File: src/rtl/gpio_pkg.sv
// Package: shared constants and types for the banked GPIO controller.
// Assumes 32 pins per bank and register groups of at most 8 kinds.
package gpio_pkg;
    localparam int BANK_PINS = 32;

    // Register kinds; the numeric order equals (word offset / 3) within a page.
    typedef enum logic [3:0] {
        KIND_LEVEL = 4'd0,
        KIND_DIR   = 4'd1,
        KIND_SET   = 4'd2,
        KIND_CLR   = 4'd3,
        KIND_RISE  = 4'd4,
        KIND_FALL  = 4'd5,
        KIND_STAT  = 4'd6,
        KIND_MASK  = 4'd7,
        KIND_NONE  = 4'd8
    } reg_kind_e;

    typedef logic [BANK_PINS-1:0] word_t;
endpackage

File: src/rtl/gpio_addr_dec.sv
// Module: address decoder. It maps a byte address to a bank index and a
// register kind. Three banks share each 256-byte page at a 4-byte stride.
// Assumes ADDR_W >= 9. Unaligned or out-of-range addresses give KIND_NONE.
module gpio_addr_dec
    import gpio_pkg::*;
#(
    parameter int ADDR_W    = 12,
    parameter int NUM_BANKS = 7,
    parameter bit HAS_MASK  = 1'b1,
    parameter int BANK_W    = 3
) (
    input  logic [ADDR_W-1:0] addr,
    output reg_kind_e         kind,
    output logic [BANK_W-1:0] bank
);
    localparam int MASK_WORD = 'h9C / 4;
    localparam int LAST_WORD = 7 * 3;

    int page_i;
    int word_i;
    int sub_i;
    int bank_i;

    // Split the address into page, word and sub-bank, then range-check.
    always_comb begin
        page_i = int'(addr[ADDR_W-1:8]);
        word_i = int'(addr[7:2]);
        sub_i  = 0;
        kind   = KIND_NONE;
        if (addr[1:0] == 2'b00) begin
            if (word_i < LAST_WORD) begin
                kind  = reg_kind_e'(4'(word_i / 3));
                sub_i = word_i % 3;
            end else if (HAS_MASK && word_i >= MASK_WORD && word_i < MASK_WORD + 3) begin
                kind  = KIND_MASK;
                sub_i = word_i - MASK_WORD;
            end
        end
        bank_i = page_i * 3 + sub_i;
        if (bank_i >= NUM_BANKS) begin
            kind = KIND_NONE;
        end
        bank = BANK_W'(bank_i);
    end
endmodule

File: src/rtl/gpio_bank.sv
// Module: one 32-pin bank. It holds the synchronizer, direction, output
// latch, edge enables, sticky status and optional mask. It assumes at most
// one register write per cycle, given as a kind plus data.
module gpio_bank
    import gpio_pkg::*;
#(
    parameter word_t INV_BITS = '0,
    parameter bit    HAS_MASK = 1'b1
) (
    input  logic      clk,
    input  logic      rst_n,
    input  word_t     pin_in,
    input  logic      wr_en,
    input  reg_kind_e wr_kind,
    input  word_t     wr_data,
    output word_t     level,
    output word_t     dir_q,
    output word_t     rise_en,
    output word_t     fall_en,
    output word_t     status,
    output word_t     mask_q,
    output word_t     out_q,
    output word_t     oe
);
    word_t sync1, sync2, prev;
    word_t edge_hit;
    word_t clr_bits;

    // Two-flop synchronizer plus a delayed copy for edge comparison.
    always_ff @(posedge clk) begin
        if (!rst_n) begin
            sync1 <= '0;
            sync2 <= '0;
            prev  <= '0;
        end else begin
            sync1 <= pin_in;
            sync2 <= sync1;
            prev  <= sync2;
        end
    end

    // Enabled rising or falling transitions of the synchronized pins.
    always_comb edge_hit = (sync2 & ~prev & rise_en) | (~sync2 & prev & fall_en);

    // Write-one-to-clear bits for this cycle.
    always_comb clr_bits = (wr_en && wr_kind == KIND_STAT) ? wr_data : '0;

    // Control registers and output latch.
    always_ff @(posedge clk) begin
        if (!rst_n) begin
            dir_q   <= '0;
            rise_en <= '0;
            fall_en <= '0;
            out_q   <= '0;
        end else if (wr_en) begin
            case (wr_kind)
                KIND_DIR:  dir_q   <= wr_data;
                KIND_RISE: rise_en <= wr_data;
                KIND_FALL: fall_en <= wr_data;
                KIND_SET:  out_q   <= out_q | wr_data;
                KIND_CLR:  out_q   <= out_q & ~wr_data;
                default: ;
            endcase
        end
    end

    // Sticky status: a new edge has priority over a clear.
    always_ff @(posedge clk) begin
        if (!rst_n) status <= '0;
        else        status <= (status & ~clr_bits) | edge_hit;
    end

    generate
        if (HAS_MASK) begin : g_mask
            // Interrupt mask register, unmasked after reset.
            always_ff @(posedge clk) begin
                if (!rst_n)                            mask_q <= '1;
                else if (wr_en && wr_kind == KIND_MASK) mask_q <= wr_data;
            end
        end else begin : g_nomask
            assign mask_q = '1;
        end
    endgenerate

    assign level = sync2;
    assign oe    = dir_q ^ INV_BITS;
endmodule

File: src/rtl/gpio_irq_merge.sv
// Module: combines the unmasked pending bits of all banks into two dedicated
// lines (bank 0 bits 0 and 1) and one shared line for everything else.
module gpio_irq_merge
    import gpio_pkg::*;
#(
    parameter int NUM_BANKS = 7
) (
    input  word_t pend [NUM_BANKS],
    output logic  irq_pin0,
    output logic  irq_pin1,
    output logic  irq_mux
);
    logic [NUM_BANKS-1:0] part;

    generate
        for (genvar b = 0; b < NUM_BANKS; b++) begin : g_part
            if (b == 0) begin : g_first
                // Bank 0 contributes its bits above the two dedicated pins.
                assign part[b] = |pend[b][BANK_PINS-1:2];
            end else begin : g_rest
                // Other banks contribute every pending bit.
                assign part[b] = |pend[b];
            end
        end
    endgenerate

    assign irq_pin0 = pend[0][0];
    assign irq_pin1 = pend[0][1];
    assign irq_mux  = |part;
endmodule

File: src/rtl/gpio_bank_ctrl.sv
// Module: top of the banked GPIO controller. It decodes the register bus,
// dispatches writes to the banks, returns registered read data and merges
// the interrupts. It assumes single-cycle strobes and no simultaneous read
// and write to volatile registers.
module gpio_bank_ctrl
    import gpio_pkg::*;
#(
    parameter int NUM_BANKS = 7,
    parameter int ADDR_W    = 12,
    parameter bit HAS_MASK  = 1'b1,
    parameter bit INV_EN    = 1'b1,
    parameter int INV_LO    = 86,
    parameter int INV_HI    = 89
) (
    input  logic                           clk,
    input  logic                           rst_n,
    input  logic [ADDR_W-1:0]              bus_addr,
    input  logic [BANK_PINS-1:0]           bus_wdata,
    input  logic                           bus_wr,
    input  logic                           bus_rd,
    output logic [BANK_PINS-1:0]           bus_rdata,
    input  logic [NUM_BANKS*BANK_PINS-1:0] pad_in,
    output logic [NUM_BANKS*BANK_PINS-1:0] pad_out,
    output logic [NUM_BANKS*BANK_PINS-1:0] pad_oe,
    output logic                           irq_pin0,
    output logic                           irq_pin1,
    output logic                           irq_mux
);
    localparam int BANK_W = (NUM_BANKS > 1) ? $clog2(NUM_BANKS) : 1;

    // Pins of bank b whose direction sense is reversed.
    function automatic word_t inv_bits(input int b);
        word_t r;
        for (int i = 0; i < BANK_PINS; i++) begin
            r[i] = INV_EN && (b * BANK_PINS + i >= INV_LO) && (b * BANK_PINS + i <= INV_HI);
        end
        return r;
    endfunction

    reg_kind_e         dec_kind;
    logic [BANK_W-1:0] dec_bank;

    word_t lvl_w  [NUM_BANKS];
    word_t dir_w  [NUM_BANKS];
    word_t rise_w [NUM_BANKS];
    word_t fall_w [NUM_BANKS];
    word_t stat_w [NUM_BANKS];
    word_t mask_w [NUM_BANKS];
    word_t pend_w [NUM_BANKS];

    gpio_addr_dec #(
        .ADDR_W   (ADDR_W),
        .NUM_BANKS(NUM_BANKS),
        .HAS_MASK (HAS_MASK),
        .BANK_W   (BANK_W)
    ) u_dec (
        .addr(bus_addr),
        .kind(dec_kind),
        .bank(dec_bank)
    );

    generate
        for (genvar b = 0; b < NUM_BANKS; b++) begin : g_bank
            logic bank_wr;
            // Write strobe for this bank only.
            assign bank_wr = bus_wr && (dec_kind != KIND_NONE) && (int'(dec_bank) == b);

            gpio_bank #(
                .INV_BITS(inv_bits(b)),
                .HAS_MASK(HAS_MASK)
            ) u_bank (
                .clk    (clk),
                .rst_n  (rst_n),
                .pin_in (pad_in[b*BANK_PINS +: BANK_PINS]),
                .wr_en  (bank_wr),
                .wr_kind(dec_kind),
                .wr_data(bus_wdata),
                .level  (lvl_w[b]),
                .dir_q  (dir_w[b]),
                .rise_en(rise_w[b]),
                .fall_en(fall_w[b]),
                .status (stat_w[b]),
                .mask_q (mask_w[b]),
                .out_q  (pad_out[b*BANK_PINS +: BANK_PINS]),
                .oe     (pad_oe[b*BANK_PINS +: BANK_PINS])
            );

            assign pend_w[b] = stat_w[b] & mask_w[b];
        end
    endgenerate

    // Registered read mux; unmapped and write-only registers read as zero.
    always_ff @(posedge clk) begin
        if (!rst_n) begin
            bus_rdata <= '0;
        end else if (bus_rd) begin
            case (dec_kind)
                KIND_LEVEL: bus_rdata <= lvl_w[dec_bank];
                KIND_DIR:   bus_rdata <= dir_w[dec_bank];
                KIND_RISE:  bus_rdata <= rise_w[dec_bank];
                KIND_FALL:  bus_rdata <= fall_w[dec_bank];
                KIND_STAT:  bus_rdata <= stat_w[dec_bank];
                KIND_MASK:  bus_rdata <= mask_w[dec_bank];
                default:    bus_rdata <= '0;
            endcase
        end
    end

    gpio_irq_merge #(
        .NUM_BANKS(NUM_BANKS)
    ) u_irq (
        .pend    (pend_w),
        .irq_pin0(irq_pin0),
        .irq_pin1(irq_pin1),
        .irq_mux (irq_mux)
    );
endmodule

File: config.mk
export PLATFORM = sky130hd
export DESIGN_NAME = gpio_bank_ctrl
export DESIGN_NICKNAME = d
export VERILOG_FILES = /design/src/rtl/gpio_pkg.sv /design/src/rtl/gpio_addr_dec.sv /design/src/rtl/gpio_bank.sv /design/src/rtl/gpio_irq_merge.sv /design/src/rtl/gpio_bank_ctrl.sv
export SDC_FILE = /design/constraint.sdc
export NUM_CORES = 2
export LEC_CHECK = 0
export BUFFER_PORTS_ARGS = -buffer_cell sky130_fd_sc_hd__buf_2
export CORE_ASPECT_RATIO = 0.7
export CORE_UTILIZATION = 30
export CTS_CLUSTER_SIZE = 40
export DETAILED_ROUTE_END_ITERATION = 16
export GPL_TIMING_DRIVEN = 0
export PLACE_DENSITY = 0.57
export SLEW_MARGIN = 20
export SYNTH_ARGS = -nofsm -noshare
export SYNTH_HDL_FRONTEND = slang
export SYNTH_SLANG_ARGS = --single-unit
File: constraint.sdc
create_clock -name clk -period 13.82 [get_ports clk]
set_clock_uncertainty 0.15 [all_clocks]
set_input_delay 1.382 -clock clk [delete_from_list [all_inputs] [get_ports clk]]
set_output_delay 1.382 -clock clk [all_outputs]
set_load 0.02 [all_outputs]
After elaboration in Yosys (flattened, before gate mapping)
Cells that the tools add are included.
W data, S select, Z words.
{"block": "word_totals", "romBits": 0, "memories": 0, "regBits": 2048, "elab_cells": 278, "ramBits": 0, "latchBits": 0}
{"block": "classes", "order_cmp": 5, "reduce_logical": 56, "bitwise": 94, "div_mod_pow": 2, "n_shift": 0, "muxes": 40, "n_mul": 1, "n_addsub": 2, "n_eq_ne": 14}
{"operator": "$and A32 B32 Y32", "n": 49}
{"operator": "$mux W32", "n": 22}
{"operator": "$not A32 Y32", "n": 22}
{"operator": "$or A32 B32 Y32", "n": 21}
{"operator": "$bmux W32 S3", "n": 6}
{"operator": "$pmux W32 S2", "n": 7}
{"operator": "$reduce_or A222 Y1", "n": 1}
{"operator": "$pmux W32 S6", "n": 1}
{"operator": "$reduce_and A2 Y1", "n": 28}
{"operator": "$add A32 B32 Y32", "n": 1}
{"operator": "$div A7 B3 Y32 const B", "n": 1}
{"operator": "$ge A32 B4 Y1 const B", "n": 1}
{"operator": "$mod A7 B3 Y32 const B", "n": 1}
{"operator": "$logic_and A1 B1 Y1", "n": 23}
{"operator": "$eq A4 B3 Y1 const B", "n": 4}
{"operator": "$mux W4", "n": 4}
{"operator": "$eq A3 B3 Y1 const B", "n": 4}
{"operator": "$eq A4 B2 Y1 const B", "n": 2}
{"operator": "$sub A6 B6 Y7 const B", "n": 1}
{"operator": "$eq A3 B2 Y1 const B", "n": 2}
{"operator": "$ge A6 B6 Y1 const B", "n": 1}
{"operator": "$lt A6 B5 Y1 const B", "n": 1}
{"operator": "$lt A6 B6 Y1 const B", "n": 1}
{"operator": "$mul A4 B2 Y6 const B", "n": 1}
{"operator": "other kinds (9)", "n": 9}

Longest topological paths before layout
{"block": "depth", "word_depth": 16, "ltp_mapped": 43, "depth_no_buf": 33}

By module
A second synthesis with hierarchy kept.
{"block": "hier_totals", "cells_unflattened": 9480, "area_unflattened_um2": 90483.0}
{"mod": "gpio_bank (g_bank[0].u_bank ...)", "cells_each": 1076, "seq_area_each_um2": 5765.5, "area_each_um2": 10581.4, "instances": 6}
{"mod": "gpio_bank_ctrl", "cells_each": 1682, "seq_area_each_um2": 640.6, "area_each_um2": 14531.4, "instances": 1}
{"mod": "gpio_bank (g_bank[2].u_bank)", "cells_each": 1076, "seq_area_each_um2": 5765.5, "area_each_um2": 10555.1, "instances": 1}
{"mod": "gpio_addr_dec", "cells_each": 189, "seq_area_each_um2": 0.0, "area_each_um2": 1416.4, "instances": 1}
{"mod": "gpio_irq_merge", "cells_each": 77, "seq_area_each_um2": 0.0, "area_each_um2": 491.7, "instances": 1}

Least setup slack after synthesis
Ideal clock, no wire load.
{"block": "synth_path", "kind": "input to register", "from": "input port bus_addr[7]", "to": "register bus_rdata[0]", "cell_stages": 33, "path_slack_ps": 4608, "t_arrival_ps": 8975, "t_required_ps": 13583, "path_cell_list": "inv_1 ha_1 buf_6 or2_1 a211o_1 nand2_2 o21ai_0 ha_1 or3b_1 or4_1 a311oi_1 o21ai_2 nor4_2 buf_2 buf_2 buf_4 clkbuf_1 xnor2_1 nor2_1 ha_1 inv_1 fa_1 clkbuf_1 clkbuf_1 buf_1 clkbuf_1 buf_1 mux4_2 nor2_1 o21ai_0 o21ai_0 o22a_1 o31ai_1"}
{"block": "synth_between", "elab_chain_cells": 11, "elab_cells_between_ends": 42, "classes_between": "add/sub: 2; div: 2; order compare: 4; eq/ne: 5; mux: 26; bitwise: 1; reduce/logical: 2"}
{"element": "start, declared", "line": "gpio_bank_ctrl.sv:17", "source": "input logic [ADDR_W-1:0] bus_addr,"}
{"element": "parallel branches: the longest is 10 deep, another holds $mod A7 B3 Y32"}
{"element": "$pmux W32 S6 *", "line": "gpio_bank_ctrl.sv:97", "source": "case (dec_kind)"}
{"element": "end signal, assigned", "line": "gpio_bank_ctrl.sv:98", "source": "KIND_LEVEL: bus_rdata <= lvl_w[dec_bank];"}
{"element": "end signal, assigned", "line": "gpio_bank_ctrl.sv:99", "source": "KIND_DIR: bus_rdata <= dir_w[dec_bank];"}
{"element": "end signal, assigned", "line": "gpio_bank_ctrl.sv:103", "source": "KIND_MASK: bus_rdata <= mask_w[dec_bank];"}
{"element": "end, declared", "line": "gpio_bank_ctrl.sv:21", "source": "output logic [BANK_PINS-1:0] bus_rdata,"}
Every way passes the cells marked *. The select of a mux whose other input is x is not followed.
A chain may end at the register's enable or synchronous reset.

Final worst setup path
{"block": "layout_path", "from": "input port bus_addr[6]", "to": "register bus_rdata[22]"}
Same word-level chain as after synthesis.

==> Implementation_results.wiki <==
{| class="wikitable"
! Metric !! Value
|-
| Status || finished clean
|-
| Cell area after layout || 107000 um2
|-
| Number of buffers inserted to repair setup after CTS || 0
|-
| Max-slew violation count || 0
|-
| Startpoint of the most critical setup path || bus_addr[6]
|-
| Leading cell type in the layout, fill and taps excluded || dfxtp_1
|-
| Maximum Capacitance Violations || 0
|-
| Drt pass-1 iters || 6
|-
| Delay of the slowest critical-path stage || 980 ps
|-
| Clock tree from TritonCTS || built
|-
| Largest net degree at the start of global routing || 16
|-
| Starting Density || 30.2%
|-
| Layout overhead on the synthesized area || 18.3%
|-
| Power density cells || 127 nW/um2
|-
| Power spent charging and discharging nets || 3.98 mW
|-
| Post-synthesis instance total || 9142
|-
| R2r endpoint || bus_rdata[27]
|-
| Clock slew at reported path FFs || 70 ps
|-
| Switching part of the total power || 29.3%
|-
| Most frequent cells in the layout || dfxtp_1, mux2i_1, nand2_1, buf_2, and2_1
|-
| Highest clock rate || 78.4 MHz
|-
| Final setup violation count || 0
|-
| CTS H-Tree Depth || 4
|-
| Antenna violations before repair || 140
|-
| Slowest cell on crit path || buf_1
|-
| Area of placed instances || 100000 um2
|-
| Count of fill cells added during filler insertion || 30725
|-
| Detailed-placement wirelength estimate || 435 mm
|-
| Average instance area after synthesis || 9.92 um2
|-
| Internal power || 9.60 mW
|-
| Final std cells w/o fill || 14371
|-
| Clock tree root buffer cell || clkbuf_16
|-
| Share of the clock period used by the worst path after layout || 92.3%
|-
| Shortest period the worst path allows || 12750 ps
|-
| Startpoint-to-endpoint class of the critical path || in -> reg
|-
| Die Span X || 659 um
|-
| DIE HEIGHT || 462 um
|-
| Top flip-flop cell by instance count after synthesis || dfxtp_1
|-
| RSZ-0062 raised after global routing || false
|-
| Count of nets after finishing || 10441
|-
| Starting DRT DRC Count || 12974
|-
| Syn Nets || 9436
|-
| Final wirelength || 525 mm
|-
| Total routing resource utilization after global routing || 33.1%
|-
| Clock share of power || 43.4%
|-
| Sequential Power Share || 44.5%
|-
| GPL Wtd Cong || 1.09
|-
| Cell area after synthesis || 90700 um2
|-
| FF-to-FF Start || g_bank[4].u_bank.mask_q[27]
|-
| Tightest hold margin || 250 ps
|-
| Final Power || 13.6 mW
|-
| Headroom to the max-slew limit || 6.56%
|-
| Share of total power in combinational logic || 12.1%
|-
| Sequential fraction of the synthesis area || 45.2%
|-
| DRT antenna net count || 0
|-
| Arrival time of data at the critical path endpoint || 13400 ps
|-
| Min-delay worst type || reg -> reg
|-
| Wire length of the first global-routing pass || 679 mm
|-
| Kind of end point of the critical path || register
|-
| Proportion of synthesized flip-flops having asynchronous set or reset || 0%
|-
| Bufs on Longest Clock Path || 4
|-
| Area share of the largest cell type after synthesis || 45.2%
|-
| Slew @ Worst Pin || 1400 ps
|-
| Final Hold Viols || 0
|-
| Worst reg-to-reg path cell count || 6
|-
| Post-synthesis cell type count || 72
|-
| Total I/O pin count || 755
|-
| Library cell appearing most often on the critical path || buf_2
|-
| Final cell utilization of the core || 35.8%
|-
| Sink count of the clock tree || 2048
|-
| Row count || 168
|-
| Startpoint Class || input port
|-
| Register-to-register path setup slack || 11070 ps
|-
| Crit Path Max Fanout || 11
|-
| Total CTS buffers || 205
|-
| Leak pwr || 43.0 nW
|-
| Area of the die || 305000 um2
|-
| Drt drc || 0
|-
| Post-CTS sizing || 0
|-
| Number of global-route vias before repair || 71661
|-
| Area of the placeable core || 300000 um2
|-
| Number of warnings issued by yosys || 0
|-
| Placed insts || 13928
|-
| Flops & latches, synth || 2048
|-
| Required arrival time at the worst endpoint || 14470 ps
|-
| Share of post-route cells with drive strength above 1 || 18.7%
|-
| Routed WL per cell || 36.6 um
|-
| Number of vias per cell || 5.66
|-
| CTS Hold Buffers Added || 0
|-
| IO buf count || 752
|-
| Capture point of the worst path || bus_rdata[22]
|-
| Clock latency of the later-clocked register in the worst-skew pair || 900 ps
|-
| Peak supply drop || 0.0938 mV
|-
| Number of enable flip-flop cells after synthesis || 0
|-
| Detailed-route via count || 81411
|-
| Top post-synthesis cells by area || dfxtp_1, mux2i_1, mux4_2
|-
| Cell accounting for the most synthesized area || dfxtp_1
|-
| Sum of overflow across all layers after global routing || 0
|}
## worst max-delay path: cells and delay by family
family	cells	cell delay [ps]
muxes	1	460
xor gates and xnor gates	1	140
buffers and inverters	14	6180
adders and majority gates	4	1170
and+or+nand+nor	6	1770
AOI/OAI and AO/OA	9	2230
## per-layer routing
layer / routed length (um) / vias to the layer above / track usage, %
met5: 230 / - / 0
li1: - / 33935 / -
met2: 197000 / 5437 / 43.5
met1: 235000 / 41271 / 48.2
met3: 75400 / 730 / 13.9
met4: 17400 / 38 / 9.50
## cell families after synthesis
| family | count (synthesis) | share of synthesized area, % |
|---|---|---|
| xor+xnor | 17 | 0.164 |
| compound gates | 1354 | 9.25 |
| flops | 2048 | 45.2 |
| buf+inv | 1063 | 5.97 |
| fa+ha+maj | 22 | 0.320 |
| simple gates | 3037 | 17.9 |
| mux | 1601 | 21.2 |
## power groups by stage
stage | registers (mW) | clock network [mW] | logic [mW]
final | 6.05 | 5.90 | 1.64
after global routing | 6.05 | 6.13 | 1.63
after CTS | 6.05 | 5.90 | 1.55
after detailed placement | 6.18 | 0 | 1.54
after global placement | 6.18 | 0 | 1.51
after floorplan | 6.15 | 0 | 0.734
## worst min path at each step
stage,endpoint,startpoint,cells after the start
3_3_place_gp,g_bank[5].u_bank.level[6],g_bank[5].u_bank.sync1[6],1
4_1_cts,g_bank[4].u_bank.level[11],g_bank[4].u_bank.sync1[11],1
6_report,g_bank[4].u_bank.level[11],g_bank[4].u_bank.sync1[11],1
5_1_grt,g_bank[4].u_bank.level[11],g_bank[4].u_bank.sync1[11],1
3_5_place_dp,g_bank[3].u_bank.level[17],g_bank[3].u_bank.sync1[17],1
2_1_floorplan,g_bank[6].u_bank.level[28],g_bank[6].u_bank.sync1[28],1
## final cells by class
| cell class | count | area (um2) | area share, % |
|---|---|---|---|
| multi-input combinational | 6031 | 44400 | 41.4 |
| tap | 3995 | 5000 | 4.66 |
| clock inverter | 80 | 918 | 0.855 |
| sequential | 2048 | 41000 | 38.2 |
| inverter | 118 | 443 | 0.413 |
| clock buffer | 284 | 5800 | 5.40 |
| timing repair buffer | 798 | 4460 | 4.16 |
| buffer | 945 | 5160 | 4.80 |
| antenna | 72 | 180 | 0.168 |
## cells in the mapped netlist (all sizes together) (4+ instances only)
master     n
a21oi     56
o21a     102
o221a     32
nand4    244
a22oi     58
clkbuf   537
nand3b   224
mux2i   1345
buf      408
xor2       5
nor4      32
o21bai     4
a21o       6
and3       5
or4       10
a211oi    42
nand2b     8
a31oi    200
o211ai    41
a22o      28
nand2   1184
or2        5
nor2b    459
o22a      32
ha        20
nor3      26
o31ai     35
o21ai    669
a221oi    28
inv      117
mux4     256
xnor2     12
and2     678
a211o      4
o31a       4
nor2     134
dfxtp   2048
nand3     19
## metrics by stage
stage	setup slack (ps)	TNS, ps
2_1_floorplan	4610	0
3_3_place_gp	-1400	-26010
3_5_place_dp	647	0
4_1_cts	1510	0
5_1_grt	941	0
6_report	1070	0
Note: power is estimated with default switching activity, not from simulation.
